$ cat src/rtl/burst_colgen_pkg.sv
package burst_colgen_pkg;

  // widest moving field (eight-beat burst)
  localparam int unsigned FIELD_W = 3;

  typedef enum logic [1:0] {
    BL_TWO   = 2'b00,
    BL_FOUR  = 2'b01,
    BL_EIGHT = 2'b10,
    BL_RSVD  = 2'b11
  } bl_sel_e;

  typedef enum logic {
    ORD_WRAP = 1'b0,
    ORD_XOR  = 1'b1
  } order_e;

  // mask of moving bits; equals burst length minus one
  function automatic logic [FIELD_W-1:0] field_mask(input bl_sel_e sel);
    case (sel)
      BL_TWO:  field_mask = 3'b001;
      BL_FOUR: field_mask = 3'b011;
      default: field_mask = 3'b111;
    endcase
  endfunction

endpackage

$ cat src/rtl/burst_colgen_ctrl.sv
module burst_colgen_ctrl
  import burst_colgen_pkg::*;
#(
  parameter int unsigned COL_W = 10
) (
  input  logic               clk,
  input  logic               rst_n,
  input  logic               start_i,
  input  logic [COL_W-1:0]   col_i,
  input  bl_sel_e            bl_sel_i,
  input  order_e             order_i,
  output logic               active_o,
  output logic [FIELD_W-1:0] beat_o,
  output logic [FIELD_W-1:0] mask_o,
  output order_e             order_o,
  output logic [COL_W-1:0]   base_o,
  output logic               last_o,
  output logic               busy_o
);

  logic               active_q, active_d;
  logic [FIELD_W-1:0] beat_q, beat_d;
  logic [FIELD_W-1:0] mask_q, mask_d;
  order_e             order_q, order_d;
  logic [COL_W-1:0]   base_q, base_d;
  logic               last_beat;
  logic               accept;
  logic               en_cap;
  logic               en_beat;

  assign last_beat = active_q && (beat_q == mask_q);
  assign busy_o    = active_q && !last_beat;
  assign accept    = start_i && !busy_o;
  assign en_cap    = accept;
  assign en_beat   = accept || active_q;

  // next-state
  always_comb begin
    active_d = active_q;
    beat_d   = beat_q;
    mask_d   = mask_q;
    order_d  = order_q;
    base_d   = base_q;
    if (accept) begin
      active_d = 1'b1;
      beat_d   = '0;
      mask_d   = field_mask(bl_sel_i);
      order_d  = order_i;
      base_d   = col_i;
    end else if (last_beat) begin
      active_d = 1'b0;
    end else if (active_q) begin
      beat_d   = beat_q + 1'b1;
    end
  end

  // state registers
  always_ff @(posedge clk or negedge rst_n) begin
    if (!rst_n) begin
      active_q <= 1'b0;
      beat_q   <= '0;
    end else if (en_beat) begin
      active_q <= active_d;
      beat_q   <= beat_d;
    end
  end

  // burst parameters, loaded only on acceptance
  always_ff @(posedge clk or negedge rst_n) begin
    if (!rst_n) begin
      mask_q  <= '0;
      order_q <= ORD_WRAP;
      base_q  <= '0;
    end else if (en_cap) begin
      mask_q  <= mask_d;
      order_q <= order_d;
      base_q  <= base_d;
    end
  end

  assign active_o = active_q;
  assign beat_o   = beat_q;
  assign mask_o   = mask_q;
  assign order_o  = order_q;
  assign base_o   = base_q;
  assign last_o   = last_beat;

endmodule

$ cat src/rtl/burst_colgen_order.sv
module burst_colgen_order
  import burst_colgen_pkg::*;
#(
  parameter int unsigned COL_W = 10
) (
  input  logic [COL_W-1:0]   base_i,
  input  logic [FIELD_W-1:0] mask_i,
  input  logic [FIELD_W-1:0] beat_i,
  input  order_e             order_i,
  output logic [COL_W-1:0]   addr_o
);

  localparam int unsigned HI_W = COL_W - FIELD_W;

  logic [FIELD_W-1:0] off;
  logic [FIELD_W-1:0] low;

  assign off = base_i[FIELD_W-1:0];

  // wrapping: add then keep masked bits; interleave: XOR
  always_comb begin
    if (order_i == ORD_XOR) low = off ^ beat_i;
    else                    low = off + beat_i;
  end

  // per-bit select between moving value and fixed start bit
  for (genvar g = 0; g < FIELD_W; g++) begin : g_field
    assign addr_o[g] = mask_i[g] ? low[g] : base_i[g];
  end

  if (HI_W > 0) begin : g_high
    assign addr_o[COL_W-1:FIELD_W] = base_i[COL_W-1:FIELD_W];
  end

endmodule

$ cat src/rtl/burst_colgen.sv
module burst_colgen
  import burst_colgen_pkg::*;
#(
  parameter int unsigned COL_W = 10
) (
  input  logic             clk,
  input  logic             rst_n,
  input  logic             start_i,
  input  logic [COL_W-1:0] col_i,
  input  logic [1:0]       bl_sel_i,
  input  logic             ilv_i,
  output logic [COL_W-1:0] addr_o,
  output logic             valid_o,
  output logic             last_o,
  output logic             busy_o
);

  logic               active;
  logic [FIELD_W-1:0] beat;
  logic [FIELD_W-1:0] mask;
  order_e             order;
  logic [COL_W-1:0]   base;

  burst_colgen_ctrl #(.COL_W(COL_W)) ctrl_i (
    .clk      (clk),
    .rst_n    (rst_n),
    .start_i  (start_i),
    .col_i    (col_i),
    .bl_sel_i (bl_sel_e'(bl_sel_i)),
    .order_i  (order_e'(ilv_i)),
    .active_o (active),
    .beat_o   (beat),
    .mask_o   (mask),
    .order_o  (order),
    .base_o   (base),
    .last_o   (last_o),
    .busy_o   (busy_o)
  );

  burst_colgen_order #(.COL_W(COL_W)) order_i (
    .base_i  (base),
    .mask_i  (mask),
    .beat_i  (beat),
    .order_i (order),
    .addr_o  (addr_o)
  );

  assign valid_o = active;

endmodule

$ cat config.mk
export PLATFORM = sky130hd
export DESIGN_NAME = burst_colgen
export DESIGN_NICKNAME = d
export VERILOG_FILES = /design/src/rtl/burst_colgen_pkg.sv /design/src/rtl/burst_colgen_ctrl.sv /design/src/rtl/burst_colgen_order.sv /design/src/rtl/burst_colgen.sv
export SDC_FILE = /design/constraint.sdc
export NUM_CORES = 1
export LEC_CHECK = 0
export BUFFER_PORTS_ARGS = -buffer_cell sky130_fd_sc_hd__buf_2
export CAP_MARGIN = 30
export CORE_ASPECT_RATIO = 0.75
export CORE_UTILIZATION = 40
export CTS_BUF_LIST = sky130_fd_sc_hd__clkbuf_16
export CTS_CLUSTER_SIZE = 16
export DETAILED_ROUTE_END_ITERATION = 10
export SYNTH_ARGS = -nofsm -noshare
export SYNTH_HDL_FRONTEND = slang
export SYNTH_HIERARCHICAL = 1
export SYNTH_SLANG_ARGS = --single-unit
export TNS_END_PERCENT = 10
$ cat constraint.sdc
create_clock -name clk -period 2.5 [get_ports clk]
set_input_delay 0.25 -clock clk [delete_from_list [all_inputs] [get_ports clk]]
set_output_delay 0.25 -clock clk [all_outputs]
set_load 0.01 [all_outputs]
==> results of run 1 <==
==> power by group <==
group	switching [uW]	leakage [uW]	internal [uW]
Clock	100	0.0000385	212
Combinational	421	0.000345	501
Sequential	121	0.000207	439
==> routing by layer <==
metal  routed length [um]  GRT usage  vias up  part of all wire
met5                    0          0        -                 0
met4                    9     0.0429        0            0.0059
met3                   87     0.0439        2             0.057
met2                  726      0.232       17              0.47
met1                  707      0.180      295              0.46
li1                     -          -      293                 -
==> metrics by stage <==
step | setup slack [ps] | hold WS (ps) | instances | cell area [um2]
floorplan | 793 | -45.6 | 72 | 960
global placement | 664 | 207 | 125 | 1080
detailed placement | 639 | 204 | 125 | 1080
CTS | 372 | 234 | 130 | 1170
global route | 277 | 234 | 130 | 1170
finish | 392 | 236 | 130 | 1170
==> worst max-delay path, cell delays in order, from the launching register on <==
cell and delay [ps]:
dfrtp_1 410, ha_1 180, inv_1 60, fa_1 370
o21a_1 180, o21ai_1 150, xnor2_1 120, buf_2 140
==> flip-flops by register name, indices dropped and copies added (netlist names) <==
signal,flops
ctrl_i/beat_o,3
ctrl_i/base_o,10
ctrl_i/order_o,1
ctrl_i/mask_o,3
ctrl_i/active_o,1
==> cell type report <==
class	count	area, um2	share of cell area
clock buffers	3	75.1	0.0640
flip-flops and latches	18	450	0.384
well taps	32	40.0	0.0342
inverters	5	18.8	0.0160
repair buffers	30	158	0.134
clock inverters	1	3.75	0.00320
multi-input cells	41	427	0.364
==> logic make-up after synthesis <==
family | count (synthesis)
flops | 18
compound gates | 8
simple gates | 9
mux | 16
xor+xnor | 4
buf+inv | 13
fa+ha+maj | 4
==> synthesized netlist by cell type <==
cell type,instances,area (um2)
a21o_1,1,7.51
a21oi_1,2,10.0
a31oi_1,1,6.26
buf_4,7,52.6
buf_6,1,11.3
dfrtp_1,18,450
fa_1,1,20.0
ha_1,3,37.5
inv_1,5,18.8
mux2_2,4,45.0
mux2_4,9,135
mux2i_1,3,30.0
nand2_4,1,11.3
nand2b_1,1,6.26
nand3b_1,1,7.51
nor2_1,2,7.51
nor3_1,1,5.00
nor3b_1,1,7.51
nor4b_1,1,8.76
o21a_1,1,7.51
o21ai_0,1,5.00
o21ai_1,1,5.00
o31ai_4,1,21.3
or2b_1,1,7.51
xnor2_1,1,8.76
xor2_1,3,26.3
==> worst max-delay path by stage <==
| stage | start | endpoint |
|---|---|---|
| finish | ctrl_i/beat_o[0]$_DFFE_PN0P_ | addr_o[2] |
| global route | ctrl_i/beat_o[0]$_DFFE_PN0P_ | addr_o[2] |
| CTS | ctrl_i/beat_o[0]$_DFFE_PN0P_ | addr_o[2] |
| global placement | ctrl_i/beat_o[0]$_DFFE_PN0P_ | addr_o[2] |
| detailed placement | ctrl_i/beat_o[0]$_DFFE_PN0P_ | addr_o[2] |
| floorplan | ctrl_i/beat_o[0]$_DFFE_PN0P_ | ctrl_i/base_o[0]$_DFFE_PN0P_ |
==> cells in the final DEF (no fill, tap or decap) <==
master,count
o21a_1,1
ha_1,3
o31ai_4,1
mux2_2,4
buf_2,28
clkbuf_16,3
dlygate4sd3_1,1
nand2_4,1
dfrtp_1,18
mux2i_1,3
buf_4,1
or2b_1,1
nor3_1,1
inv_1,5
o21ai_0,1
nor4b_1,1
fa_1,1
a31oi_1,1
clkinv_1,1
mux2_4,9
xor2_1,3
a21o_1,1
nand2b_1,1
o21ai_1,1
nor2_1,2
a21oi_1,2
nor3b_1,1
xnor2_1,1
nand3b_1,1
==> repair_timing <==
item,in CTS,in global routing
endpoints found under the setup margin,0,0
hold buffers,1,0
hold endpoints to repair,18,0
==> metrics.csv, run 1 <==
stage,metric,value,unit
status,status,"finished, final reports clean",
yosys,yosysSeqAreaShare,0.469,
yosys,ys_types,26,
critical_path,endpoint_kind,output port,
yosys,synthMuxAreaShare,0.219,
routing,drt_iter0_markers,0,
floorplan,ioPinCount,29,
yosys,synthSimpleGateAreaFrac,0.0639,
pwr,power-per-cell-area,1530,mW/mm2
timing,maxClockFrequency,474,MHz
global_route,grt_pass1_wl,2650,um
yosys,synth_xor_area_frac,0.0365,
pwr,peakVddDrop,0.642,mV
routing,vias,607,
timing,tns,0,ps
yosys,netlist_instances,72,
timing,fin_crit_sh,0.843,
critical_path,r2r_cells,4,
floorplan,die_x,58.6,um
cts,path_clk_slew,50,ps
cts,cts_sinks,18,
cts,insertion_delay,240,ps
global_route,grt_pass1_vias,597,
floorplan,core,0.00214,mm2
min_path,min-delay-start,col_i[3],
place,dp_hpwl,1170,um
critical_path,cp_max_fo,4,
final_layout,nFillCells,193,
floorplan,die-area,0.00260,mm2
cts,cts_tree,yes,
floorplan,rows,14,
routing,first_pass_iters,1,
critical_path,r2r_slack,890,ps
routing,drt-wirelength-per-cell,11.8,um
pwr,totalPowerFinal,1790,uW
yosys,synthAdderAreaFrac,0.0600,
critical_path,crit_path_start_kind,flop,
cts,cts_max_level,1,
critical_path,crit-reg2reg-launch,ctrl_i/beat_o[1]$_DFFE_PN0P_,
timing,setup_violations,0,
min_path,hold_path.class,input pin to flop,
routing,via_per_inst,4.67,
final_layout,drive_gt1_frac,0.480,
yosys,avgSynthCellArea,13.3,um2
timing,worst_pin_slew,394,ps
cts,cts_buffers,3,
routing,drc,0,
final_layout,final_nets,119,
global_route,grt_max_degree,19,
yosys,synth_top_family_by_area,multiplexers,
timing,hold_viol_final,0,
routing,routed_wl,1530,um
timing,skew,3.34,ps
critical_path,cp.required,2250,ps
critical_path,crit_type,flop to output port,
pwr,p_leak,0.000590,uW
cts,cts_root_buf,clkbuf_16,
global_route,overflow,0,
place,io_buffers,28,
yosys,synth_fp_nets,92,
timing,slew_viol_final,0,
final_layout,syn_to_final_growth,22.2,%
critical_path,critPathArrivalTime,1860,ps
run,max-cap-violations,0,
cts,cts_max_path_buffers,2,
yosys,synth_compound_area_frac,0.0652,
floorplan,die_h,44.4,um
yosys,ys_seq_elements,18,
global_route,antenna_found_initial,0,
timing,slew_headroom,0.737,
cts,post_cts_resize_count,0,
floorplan,start_util,0.449,
yosys,syn_area,960,um2
yosys,yosysWarnings,6,
final_layout,finish.utilization,0.549,
timing,rsz0062_at_grt,no,
min_path,hold-path-endpoint,ctrl_i/base_o[3]$_DFFE_PN0P_,
cts,cts_setup_buffers,0,
critical_path,rr_endpoint,ctrl_i/order_o$_DFFE_PN0P_,
global_route,grt_usage,0.141,
place,place_congestion,0.715,
min_path,whs_path_depth,2,
routing,antenna_left,0,
timing,period_needed,2110,ps
final_layout,num_antenna_cells,0,
No activity file was read; power rests on OpenSTA's default activity.
==> run 2: changes to the inputs <==
- clock period: 2.5 -> 2 ns (I/O delays scaled with it)
==> run 2 against run 1 <==
  * Non-clock buffer count increased by 2
  * Utilization up 1.3 points
  * Global-route usage rose by 1.7 points
  * Via count up 0.66%
  * Cell count increased by 1.5%
  * Clock power increased by 24%
  * Clock-buffer cell count unchanged
  * Die area stayed put
  * Total power rose by 29%
  * First-iteration DRC count is 14 higher
  * Cell area grew 2.5%
  * Combinational power is 33% higher
  * Critical endpoint unchanged
  * Largest cell class unchanged
==> metrics.csv, run 2 (synthesized netlist as in run 1, its figures left out) <==
stage,metric,value,unit,change
cts,insertion_delay,240,ps,about the same
place,place_congestion,0.721,,+0.84%
global_route,grt_pass1_vias,628,,+5.2%
pwr,p_leak,0.000600,uW,+1.6%
timing,rsz0062_at_grt,yes,,
place,io_buffers,28,,unchanged
critical_path,crit_type,flop to output port,,
timing,skew,1.10,ps,-2.24 ps
routing,antenna_left,0,,unchanged
cts,cts_buffers,3,,unchanged
pwr,peakVddDrop,0.698,mV,+8.9%
critical_path,cp_max_fo,2,,-2
critical_path,cp.required,1800,ps,-450 ps
pwr,power-per-cell-area,1930,mW/mm2,+26%
cts,cts_sinks,18,,unchanged
cts,cts_max_level,1,,unchanged
timing,slew_headroom,0.728,,-0.00909
cts,cts_root_buf,clkbuf_16,,
routing,drt-wirelength-per-cell,12.6,um,+7.0%
status,status,"finished, final reports clean",,
floorplan,start_util,0.449,,unchanged
routing,drc,0,,unchanged
timing,hold_viol_final,0,,unchanged
routing,routed_wl,1660,um,+8.7%
routing,vias,611,,+0.66%
cts,cts_max_path_buffers,2,,unchanged
critical_path,r2r_slack,290,ps,-600 ps
global_route,grt_pass1_wl,2890,um,+9.1%
global_route,antenna_found_initial,0,,unchanged
floorplan,die_x,58.6,um,unchanged
place,dp_hpwl,1210,um,+3.7%
floorplan,rows,14,,unchanged
pwr,totalPowerFinal,2320,uW,+29%
floorplan,core,0.00214,mm2,unchanged
routing,drt_iter0_markers,14,,+14
final_layout,syn_to_final_growth,25.2,%,
routing,via_per_inst,4.63,,-0.87%
timing,maxClockFrequency,521,MHz,
global_route,grt_max_degree,19,,unchanged
timing,tns,0,ps,unchanged
floorplan,die_h,44.4,um,unchanged
final_layout,final_common_cell,buf_2,,
global_route,grt_usage,0.158,,+0.0170
timing,setup_violations,0,,unchanged
critical_path,crit_path_start_kind,flop,,
critical_path,endpoint_kind,output port,,
run,max-cap-violations,0,,unchanged
min_path,hold_path.class,input pin to flop,,
timing,timing.hold.ws,184,ps,-52.0 ps
final_layout,largest_reg_flops,10,,unchanged
cts,path_clk_slew,50,ps,about the same
final_layout,drive_gt1_frac,0.540,,+0.0604
floorplan,die-area,0.00260,mm2,unchanged
timing,period_needed,1920,ps,
final_layout,nFillCells,194,,+0.52%
global_route,overflow,0,,unchanged
final_layout,final_nets,121,,+1.7%
timing,worst_pin_slew,408,ps,+13.6 ps
final_layout,num_antenna_cells,0,,unchanged
timing,fin_crit_sh,0.959,,
final_layout,final_cell_mix,"buf_2 (28), dfrtp_1 (18), mux2_4 (9)",,
timing,slew_viol_final,0,,unchanged
cts,cts_tree,yes,,
routing,first_pass_iters,4,,+3
critical_path,critPathArrivalTime,1720,ps,-140 ps
floorplan,ioPinCount,29,,unchanged
[run 2: area by class of cell]
class / count / area, um2 / share of cell area
sequential: 18 / 450 / 0.375
tap: 32 / 40.0 / 0.0333
clock inverter: 1 / 3.75 / 0.00313
inverter: 5 / 18.8 / 0.0156
timing repair buffer: 32 / 173 / 0.144
clock buffer: 3 / 75.1 / 0.0625
multi-input combinational: 41 / 440 / 0.367
[run 2: worst max-delay path, cell delays in order, from the launching register on]
cell and delay (ps):
dfrtp_1 360, ha_2 190, inv_2 40, fa_2 340
o21a_1 180, o21ai_2 120, xnor2_1 110, buf_2 140
[run 2: through the flow]
step | cell area (um2) | instances | utilization | setup WS [ps]
after floorplan | 960 | 72 | - | 293
after global placement | 1080 | 125 | 0.507 | 214
after detailed placement | 1080 | 125 | 0.507 | 185
after CTS | 1190 | 132 | 0.556 | 11.8
after global routing | 1200 | 132 | 0.562 | -4.13
final | 1200 | 132 | 0.562 | 81.9
[run 2: final timing paths]
| path | cells past startpoint | endpoint | start |
|---|---|---|---|
| max in group asynchronous | 2 | ctrl_i/base_o[4]$_DFFE_PN0P_ | rst_n |
| setup / recovery | 7 | addr_o[2] | ctrl_i/beat_o[0]$_DFFE_PN0P_ |
| hold reg to reg | 1 | ctrl_i/base_o[4]$_DFFE_PN0P_ | ctrl_i/base_o[4]$_DFFE_PN0P_ |
| hold / removal | 2 | ctrl_i/base_o[7]$_DFFE_PN0P_ | col_i[7] |
| setup reg to reg | 6 | ctrl_i/beat_o[0]$_DFFE_PN0P_ | ctrl_i/beat_o[0]$_DFFE_PN0P_ |
| min in group asynchronous | 2 | ctrl_i/mask_o[2]$_DFFE_PN0P_ | rst_n |
[run 2: where the power goes]
part	internal, uW	switching (uW)
clock	265	124
combinational	664	569
sequential	549	148
[run 2: what timing repair did]
item / 4_1_cts / 5_1_grt
pin swaps: 0 / 1
gates resized for setup: 0 / 5
endpoints found under the setup margin: 1 / 2
hold buffers: 1 / 0
buffers inserted: 2 / 0
hold endpoints to repair: 18 / 0
[run 2: routing by layer]
layer / routed length (um) / vias to the layer above / global-route usage
met3: 97 / 0 / 0.0731
li1: - / 296 / -
met2: 787 / 19 / 0.271
met5: 0 / - / 0
met4: 0 / 0 / 0.0143
met1: 778 / 296 / 0.191
